$ cat src/rtl/uart_rx_status_pkg.sv
`timescale 1ns/1ps
package uart_rx_status_pkg;
    // per-character error bits; packed order matches status bits 2..0
    typedef struct packed {
        logic ovf;
        logic ferr;
        logic perr;
    } err_t;

    localparam int BIT_PERR = 0;
    localparam int BIT_FERR = 1;
    localparam int BIT_OVF  = 2;
    localparam int BIT_CTS  = 3;
    localparam int BIT_ISF  = 4;
    localparam int BIT_COLL = 5;
    localparam int BIT_ITER = 7;
endpackage

$ cat src/rtl/uart_rx_status_fifo.sv
`timescale 1ns/1ps
module uart_rx_status_fifo
    import uart_rx_status_pkg::*;
#(
    parameter int DW    = 9,
    parameter int DEPTH = 2          // power of two, at least 2
) (
    input  logic          clk,
    input  logic          rst_n,
    input  logic          push_v,
    input  logic [DW-1:0] push_data,
    input  err_t          push_err,
    input  logic          pop,
    input  logic          start_det,
    input  err_t          clr_head,
    input  logic          flush_err,
    output logic          head_valid,
    output logic [DW-1:0] head_data,
    output err_t          head_err,
    output err_t          pop_err
);
    localparam int PW = $clog2(DEPTH);
    localparam int CW = PW + 1;

    typedef struct packed {
        logic [DEPTH-1:0][DW-1:0] data;
        err_t [DEPTH-1:0]         err;
        logic [DW-1:0]            pend_data;
        err_t                     pend_err;
        logic                     pend_v;
        logic [PW-1:0]            rd_ptr;
        logic [CW-1:0]            cnt;
    } st_t;

    st_t           st_d, st_q;
    logic          pop_ok, ins;
    logic [PW-1:0] tail;
    err_t          p_err;

    always_comb begin
        st_d   = st_q;
        pop_ok = pop && (st_q.cnt != '0);
        tail   = st_q.rd_ptr + st_q.cnt[PW-1:0];
        ins    = 1'b0;
        p_err  = st_q.pend_err;
        if (start_det && st_q.cnt == CW'(DEPTH) && st_q.pend_v)
            p_err.ovf = 1'b1;
        st_d.pend_err = p_err;
        if (st_q.cnt != '0)
            st_d.err[st_q.rd_ptr] = err_t'(st_q.err[st_q.rd_ptr] & ~clr_head);
        if (pop_ok && st_q.pend_v) begin
            st_d.data[tail] = st_q.pend_data;
            st_d.err[tail]  = p_err;
            ins = 1'b1;
            if (push_v) begin
                st_d.pend_data = push_data;
                st_d.pend_err  = push_err;
            end else begin
                st_d.pend_v   = 1'b0;
                st_d.pend_err = '0;
            end
        end else if (push_v && !st_q.pend_v) begin
            if (st_q.cnt != CW'(DEPTH) || pop_ok) begin
                st_d.data[tail] = push_data;
                st_d.err[tail]  = push_err;
                ins = 1'b1;
            end else begin
                st_d.pend_data = push_data;
                st_d.pend_err  = push_err;
                st_d.pend_v    = 1'b1;
            end
        end
        if (pop_ok)
            st_d.rd_ptr = st_q.rd_ptr + 1'b1;
        st_d.cnt = st_q.cnt + CW'(ins) - CW'(pop_ok);
        if (flush_err) begin
            st_d.err      = '0;
            st_d.pend_err = '0;
        end
    end

    always_ff @(posedge clk) begin
        if (!rst_n) st_q <= '0;
        else        st_q <= st_d;
    end

    assign head_valid = (st_q.cnt != '0);
    assign head_data  = st_q.data[st_q.rd_ptr];
    assign head_err   = st_q.err[st_q.rd_ptr];
    assign pop_err    = pop_ok ? st_q.err[st_q.rd_ptr] : '0;

    // occupancy never exceeds the buffer depth
    a_r14_cnt_bound: assert property (@(posedge clk) disable iff (!rst_n)
        st_q.cnt <= CW'(DEPTH));
    // overflow mark on the held character only follows a start bit while full
    a_r7_ovf_cause: assert property (@(posedge clk) disable iff (!rst_n)
        $rose(st_q.pend_err.ovf) |-> $past(start_det && st_q.pend_v));
endmodule

$ cat src/rtl/uart_rx_status_flags.sv
`timescale 1ns/1ps
module uart_rx_status_flags
    import uart_rx_status_pkg::*;
(
    input  logic       clk,
    input  logic       rst_n,
    input  logic       rx_en,
    input  logic [7:0] clr,
    input  err_t       pop_err,
    input  logic       isf_set,
    input  logic       coll_set,
    input  logic       iter_set,
    output err_t       sticky_err,
    output logic       isf,
    output logic       coll,
    output logic       iter
);
    typedef struct packed {
        err_t s_err;
        logic isf;
        logic coll;
        logic iter;
    } fl_t;

    fl_t  fl_d, fl_q;
    logic unused_clr;
    assign unused_clr = clr[6] ^ clr[3];

    always_comb begin
        fl_d = fl_q;
        // software clear first, hardware set after: set wins
        fl_d.s_err = err_t'(fl_q.s_err & ~clr[2:0]);
        if (clr[BIT_ISF])  fl_d.isf  = 1'b0;
        if (clr[BIT_COLL]) fl_d.coll = 1'b0;
        if (clr[BIT_ITER]) fl_d.iter = 1'b0;
        fl_d.s_err = err_t'(fl_d.s_err | pop_err);
        if (isf_set)  fl_d.isf  = 1'b1;
        if (coll_set) fl_d.coll = 1'b1;
        if (iter_set) fl_d.iter = 1'b1;
        if (!rx_en) begin
            fl_d.s_err = '0;
            fl_d.isf   = 1'b0;
            fl_d.coll  = 1'b0;
        end
    end

    always_ff @(posedge clk) begin
        if (!rst_n) fl_q <= '0;
        else        fl_q <= fl_d;
    end

    assign sticky_err = fl_q.s_err;
    assign isf        = fl_q.isf;
    assign coll       = fl_q.coll;
    assign iter       = fl_q.iter;

    // retry strobe always lands
    a_r12_retry_sets: assert property (@(posedge clk) disable iff (!rst_n)
        iter_set |=> fl_q.iter);
    // collision set beats a same-cycle clear
    a_r13_coll_set_wins: assert property (@(posedge clk) disable iff (!rst_n)
        coll_set |=> fl_q.coll);
    // receiver off wipes receive flags
    a_r9_off_clears: assert property (@(posedge clk) disable iff (!rst_n)
        !rx_en |=> (!fl_q.isf && !fl_q.coll && fl_q.s_err == '0));
    // writing zero keeps a set flag
    a_r3_keep_iter: assert property (@(posedge clk) disable iff (!rst_n)
        (fl_q.iter && !clr[BIT_ITER]) |=> fl_q.iter);
endmodule

$ cat src/rtl/uart_rx_status.sv
`timescale 1ns/1ps
module uart_rx_status
    import uart_rx_status_pkg::*;
#(
    parameter int          DW       = 9,
    parameter int          DEPTH    = 2,
    parameter int          AW       = 6,
    parameter int          BUS_W    = 16,
    parameter logic [AW-1:0] STAT_OFF = 6'h1A,
    parameter logic [AW-1:0] DATA_OFF = 6'h18,
    parameter logic [7:0]  SYNC_PAT = 8'h55
) (
    input  logic             clk,
    input  logic             rst_n,
    input  logic             rx_en,
    input  logic [3:0]       fmt,
    input  logic             flow_en,
    input  logic             cts_pin,
    input  logic             coll_en,
    input  logic             chr_valid,
    input  logic [DW-1:0]    chr_data,
    input  logic             chr_par_bad,
    input  logic             chr_stop_bad,
    input  logic             start_det,
    input  logic             sync_valid,
    input  logic [7:0]       sync_byte,
    input  logic             coll_evt,
    input  logic             retry_evt,
    input  logic             bus_sel,
    input  logic             bus_wr,
    input  logic [AW-1:0]    bus_addr,
    input  logic [BUS_W-1:0] bus_wdata,
    output logic [BUS_W-1:0] bus_rdata
);
    logic          par_on, autobaud, stat_wr, data_rd, stat_rd;
    logic [7:0]    clr;
    err_t          push_err, clr_head, head_err, pop_err, sticky_err;
    logic          head_valid, isf, coll, iter;
    logic [DW-1:0] head_data;
    logic [7:0]    stat;
    logic          unused_hi;

    assign unused_hi = ^bus_wdata[BUS_W-1:8];
    assign par_on    = (fmt == 4'd1) || (fmt == 4'd5) || (fmt == 4'd7);
    assign autobaud  = (fmt == 4'd4) || (fmt == 4'd5);
    assign stat_wr   = bus_sel && bus_wr && (bus_addr == STAT_OFF);
    assign stat_rd   = bus_sel && !bus_wr && (bus_addr == STAT_OFF);
    assign data_rd   = bus_sel && !bus_wr && (bus_addr == DATA_OFF);
    assign clr       = stat_wr ? bus_wdata[7:0] : 8'h00;
    assign clr_head  = err_t'(clr[2:0]);
    assign push_err  = '{ovf: 1'b0, ferr: chr_stop_bad, perr: chr_par_bad && par_on};

    uart_rx_status_fifo #(.DW(DW), .DEPTH(DEPTH)) u_fifo (
        .clk        (clk),
        .rst_n      (rst_n),
        .push_v     (chr_valid && rx_en),
        .push_data  (chr_data),
        .push_err   (push_err),
        .pop        (data_rd),
        .start_det  (start_det && rx_en),
        .clr_head   (clr_head),
        .flush_err  (!rx_en),
        .head_valid (head_valid),
        .head_data  (head_data),
        .head_err   (head_err),
        .pop_err    (pop_err)
    );

    uart_rx_status_flags u_flags (
        .clk        (clk),
        .rst_n      (rst_n),
        .rx_en      (rx_en),
        .clr        (clr),
        .pop_err    (pop_err),
        .isf_set    (sync_valid && rx_en && autobaud && (sync_byte != SYNC_PAT)),
        .coll_set   (coll_evt && coll_en && rx_en),
        .iter_set   (retry_evt),
        .sticky_err (sticky_err),
        .isf        (isf),
        .coll       (coll),
        .iter       (iter)
    );

    always_comb begin
        stat = '0;
        stat[BIT_PERR] = sticky_err.perr | (head_valid & head_err.perr);
        stat[BIT_FERR] = sticky_err.ferr | (head_valid & head_err.ferr);
        stat[BIT_OVF]  = sticky_err.ovf  | (head_valid & head_err.ovf);
        stat[BIT_CTS]  = flow_en & cts_pin;
        stat[BIT_ISF]  = isf;
        stat[BIT_COLL] = coll;
        stat[BIT_ITER] = iter;
    end

    always_comb begin
        bus_rdata = '0;
        if (stat_rd)
            bus_rdata = {{(BUS_W-8){1'b0}}, stat};
        else if (data_rd && head_valid)
            bus_rdata = {{(BUS_W-DW){1'b0}}, head_data};
    end

    // a stop-bit error pushed into an empty buffer shows next cycle
    a_r5_ferr_at_head: assert property (@(posedge clk) disable iff (!rst_n)
        (rx_en && chr_valid && chr_stop_bad && !head_valid) |=> stat[BIT_FERR]);
    // status read reports the pin while flow control is on
    a_r4_cts_view: assert property (@(posedge clk) disable iff (!rst_n)
        (stat_rd && flow_en) |-> (bus_rdata[BIT_CTS] == cts_pin));
endmodule

$ cat config.mk
export PLATFORM = sky130hd
export DESIGN_NAME = uart_rx_status
export DESIGN_NICKNAME = d
export VERILOG_FILES = /design/src/rtl/uart_rx_status_pkg.sv /design/src/rtl/uart_rx_status_fifo.sv /design/src/rtl/uart_rx_status_flags.sv /design/src/rtl/uart_rx_status.sv
export SDC_FILE = /design/constraint.sdc
export NUM_CORES = 1
export LEC_CHECK = 0
export ABC_AREA = 0
export ABC_CLOCK_PERIOD_IN_PS = 6380
export BUFFER_PORTS_ARGS = -buffer_cell sky130_fd_sc_hd__buf_2
export CAP_MARGIN = 30
export CORE_ASPECT_RATIO = 0.7
export CORE_MARGIN = 2
export CORE_UTILIZATION = 35
export CTS_BUF_LIST = sky130_fd_sc_hd__clkbuf_8
export DETAILED_ROUTE_END_ITERATION = 10
export PLACE_DENSITY = 0.64
export SLEW_MARGIN = 10
export SYNTH_ARGS = -nofsm -noshare
export SYNTH_HDL_FRONTEND = slang
export SYNTH_HIERARCHICAL = 1
export SYNTH_SLANG_ARGS = --single-unit
$ cat constraint.sdc
create_clock -name clk -period 6.38 [get_ports clk]
set_input_delay 0.319 -clock clk [delete_from_list [all_inputs] [get_ports clk]]
set_output_delay 0.319 -clock clk [all_outputs]
set_load 0.01 [all_outputs]
==> results by stage <==
Run status:
- The flow ran to the end, and the final reports show no timing, DRC or antenna violations.

Placement:
- The number of port buffers is 56.
- The routability congestion estimate from global placement is roughly 0.81.
- Once placement finished, the instance area stood at around 3100 sq um.
- The HPWL after detailed placement is around 5.6 mm.
- The number of placed cells counting well taps is between 400 and 500.

Setup path:
- The nature of the critical path endpoint is a register.
- Data on the critical path arrives at its endpoint at approximately 2.8 ns.
- The critical path data required time is 6.54 ns.
- The nature of the critical path startpoint is a register.
- The worst setup path is of the register to register kind.
- The largest fanout on the critical path is 24.
- The worst register-to-register path has a depth of 4.

Timing:
- Setup repair after global routing left no endpoint under its margin.
- The final hold violation count is 0.
- Subtracting the final worst setup slack from the clock period gives around 2.6 ns.
- The highest clock rate is ~380 MHz.
- The transition time at the pin with the least slew margin is 0.961 ns.
- The final-layout setup total negative slack is 0 ns.
- The setup-violating endpoint count in the final report is 0.
- Between clock sinks in the finished design, the worst skew comes to roughly 0.0061 ns.
- In the finished design, the share of the clock period the worst path needs comes to 0.414.
- The number of pins exceeding their max-slew limit in the final report is 0.
- The remaining max-slew budget at the tightest pin is 0.355.

Detailed routing:
- The via count normalized by instance count is roughly 5.6.
- The average wire per standard cell is ~16 microns.
- The first TritonRoute pass finished after 5 iterations.
- The number of DRC markers after the initial detailed-route iteration is 184.
- The total routed wirelength is around 8 mm.
- Summing over every cut layer, the via total after detailed routing is between 2,000 and 3,000.
- The number of nets still failing antenna checks after routing is 0.
- In the routed design, unresolved DRC markers number 0.

Global routing:
- The pin count of the biggest net entering global routing is 60.
- The global-route usage over all layers is 0.178.
- The number of antenna violations at the first check in global routing is 0.
- The via count of the first global-routing pass is between 2,000 and 2,500.
- After global routing the overflow that remains totals 0.
- The first global-routing pass estimated between 10 and 15 mm of wire.

Flow run:
- The number of max-capacitance violations reported is 0.

Power and ir drop:
- The leakage component of the power is 1.32 nW.
- In this run the power density over the cells is 200 nW/um^2.
- Power comes to approximately 0.66 mW.
- The worst IR drop on VDD is 0.000102 V.

Layout:
- The area growth from synthesis to layout is 14.5%.
- With fillers left out, the area of the finished cells amounts to between 3000 and 4000 sq um.
- The final standard cell count with taps included and fillers excluded is around 500.
- The share of layout cells above drive strength 1 is 0.247.
- The number of nets in the layout is roughly 450.
- The count of antenna diodes in the layout is 0.

CTS:
- The buffers inserted during post-CTS setup optimization is 0.
- The number of buffers created by CTS is 5.
- The total number of H-tree levels is 2.
- The clock tree from TritonCTS is yes.
- The number of sinks on the clock net is 46.
- The clock passes through at most 2 buffers.
- The number of gates resized after CTS was 0.
- Buffers inserted to repair hold after CTS numbered 0.
- After clock tree synthesis, the clock-pin slew on the worst setup and hold paths is about 0.09 ns.
- The master cell of the clock root buffer is sky130_fd_sc_hd__clkbuf_8.
- At the later pin of the worst-skew pair, clock insertion delay measures between 0.3 and 0.4 ns.

Logic synthesis:
- During synthesis, Yosys emitted a total of 6 warnings.
- Synthesis handed over a netlist of between 300 and 400 instances.
- The synthesized area divided by synthesized cell count is around 8.3 sq um.
- The cell area after technology mapping is about 2900 sq um.

Floorplan:
- After floorplanning, the core was sized to cover roughly 7900 sq um.
- The initial utilization of the core area, before any placement, comes to 0.361.
- Measured along the y axis, the die boundary spans between 70 and 80 microns.
- The standard-cell row count is 27.
- The die covers between 8000 and 9000 sq um.
- The die boundary width is ~110 microns.
- The I/O pin total is 74.

Worst hold path:
- The path class of the tightest hold or removal check is input pin to register.
- The number of cells on the worst hold path is 2.
==> state kept, by name, summed over array words and instances, names as in the netlist <==
signal and count:
u_flags/sticky_err 3, u_flags/coll 1, u_flags/iter 1, u_flags/isf 1
u_fifo/p_err 2, u_fifo/st_q 38
==> critical path: stages, from the launching register on <==
cell and delay (ns):
sky130_fd_sc_hd__dfxtp_1 0.93, sky130_fd_sc_hd__nand2b_1 0.16, sky130_fd_sc_hd__o21ai_2 0.57, sky130_fd_sc_hd__and2_1 0.59
sky130_fd_sc_hd__o311ai_0 0.23
==> routing by layer <==
metal / share of wire / GRT usage / wire length (microns)
met5: 0 / 0 / 0
met4: 0.0039 / 0.0451 / 31
met3: 0.11 / 0.0569 / 887
met2: 0.40 / 0.251 / 3140
met1: 0.49 / 0.261 / 3880
==> where the power goes <==
part	total, mW	switching (mW)	internal, mW	leakage (nW)
registers	0.301	0.00754	0.294	0.372
clock network	0.274	0.107	0.167	0.0714
logic	0.0807	0.0493	0.0313	0.873
total	0.656	0.163	0.492	1.32
==> layout by cell type (no fill, tap or decap), types with 3 or more instances in the layout <==
| cell | n |
|---|---|
| sky130_fd_sc_hd__inv_1 | 11 |
| sky130_fd_sc_hd__nor2_1 | 12 |
| sky130_fd_sc_hd__a22oi_1 | 5 |
| sky130_fd_sc_hd__a21oi_1 | 15 |
| sky130_fd_sc_hd__nor3_2 | 4 |
| sky130_fd_sc_hd__clkbuf_8 | 6 |
| sky130_fd_sc_hd__nand2_1 | 41 |
| sky130_fd_sc_hd__o22ai_1 | 8 |
| sky130_fd_sc_hd__conb_1 | 10 |
| sky130_fd_sc_hd__nor2b_1 | 9 |
| sky130_fd_sc_hd__o211ai_1 | 4 |
| sky130_fd_sc_hd__dfxtp_1 | 46 |
| sky130_fd_sc_hd__nand2b_1 | 11 |
| sky130_fd_sc_hd__buf_2 | 56 |
| sky130_fd_sc_hd__and3_1 | 13 |
| sky130_fd_sc_hd__nand3_1 | 16 |
| sky130_fd_sc_hd__a32oi_1 | 11 |
| sky130_fd_sc_hd__buf_4 | 4 |
| sky130_fd_sc_hd__mux2_2 | 12 |
| sky130_fd_sc_hd__a211oi_1 | 11 |
| sky130_fd_sc_hd__a22o_1 | 3 |
| sky130_fd_sc_hd__and2_1 | 10 |
| sky130_fd_sc_hd__o21ai_1 | 11 |
| sky130_fd_sc_hd__nor4bb_1 | 3 |
| sky130_fd_sc_hd__o21a_1 | 3 |
| sky130_fd_sc_hd__a311o_1 | 8 |
==> path summary, 6_finish.rpt <==
kind         slack (ns)              end            start
min reg2reg        0.46  u_fifo/st_q[29]  u_fifo/st_q[29]
min                0.22     u_flags/iter        retry_evt
max reg2reg        3.74  u_fifo/st_q[21]   u_fifo/st_q[2]
max                3.74  u_fifo/st_q[21]   u_fifo/st_q[2]
==> cell type report <==
| type | count | area (sq um) |
|---|---|---|
| Multi-Input combinational cell | 262 | 1730 |
| Timing Repair Buffer | 60 | 310 |
| Clock buffer | 6 | 82.6 |
| Tap cell | 101 | 126 |
| Clock inverter | 2 | 60.1 |
| Inverter | 12 | 45.0 |
| Fill cell | 820 | 4630 |
| Sequential cell | 46 | 921 |
==> metrics by stage <==
stage / setup WS [ns] / hold slack (ns) / utilization
3_5_place_dp: 3.46 / 0.447 / 0.396
5_1_grt: 3.61 / 0.219 / 0.414
3_3_place_gp: 3.46 / 0.441 / 0.396
4_1_cts: 3.79 / 0.220 / 0.414
6_report: 3.74 / 0.225 / 0.414
2_1_floorplan: 3.68 / 0.432 / -
Power figures use the tool's default switching activity.
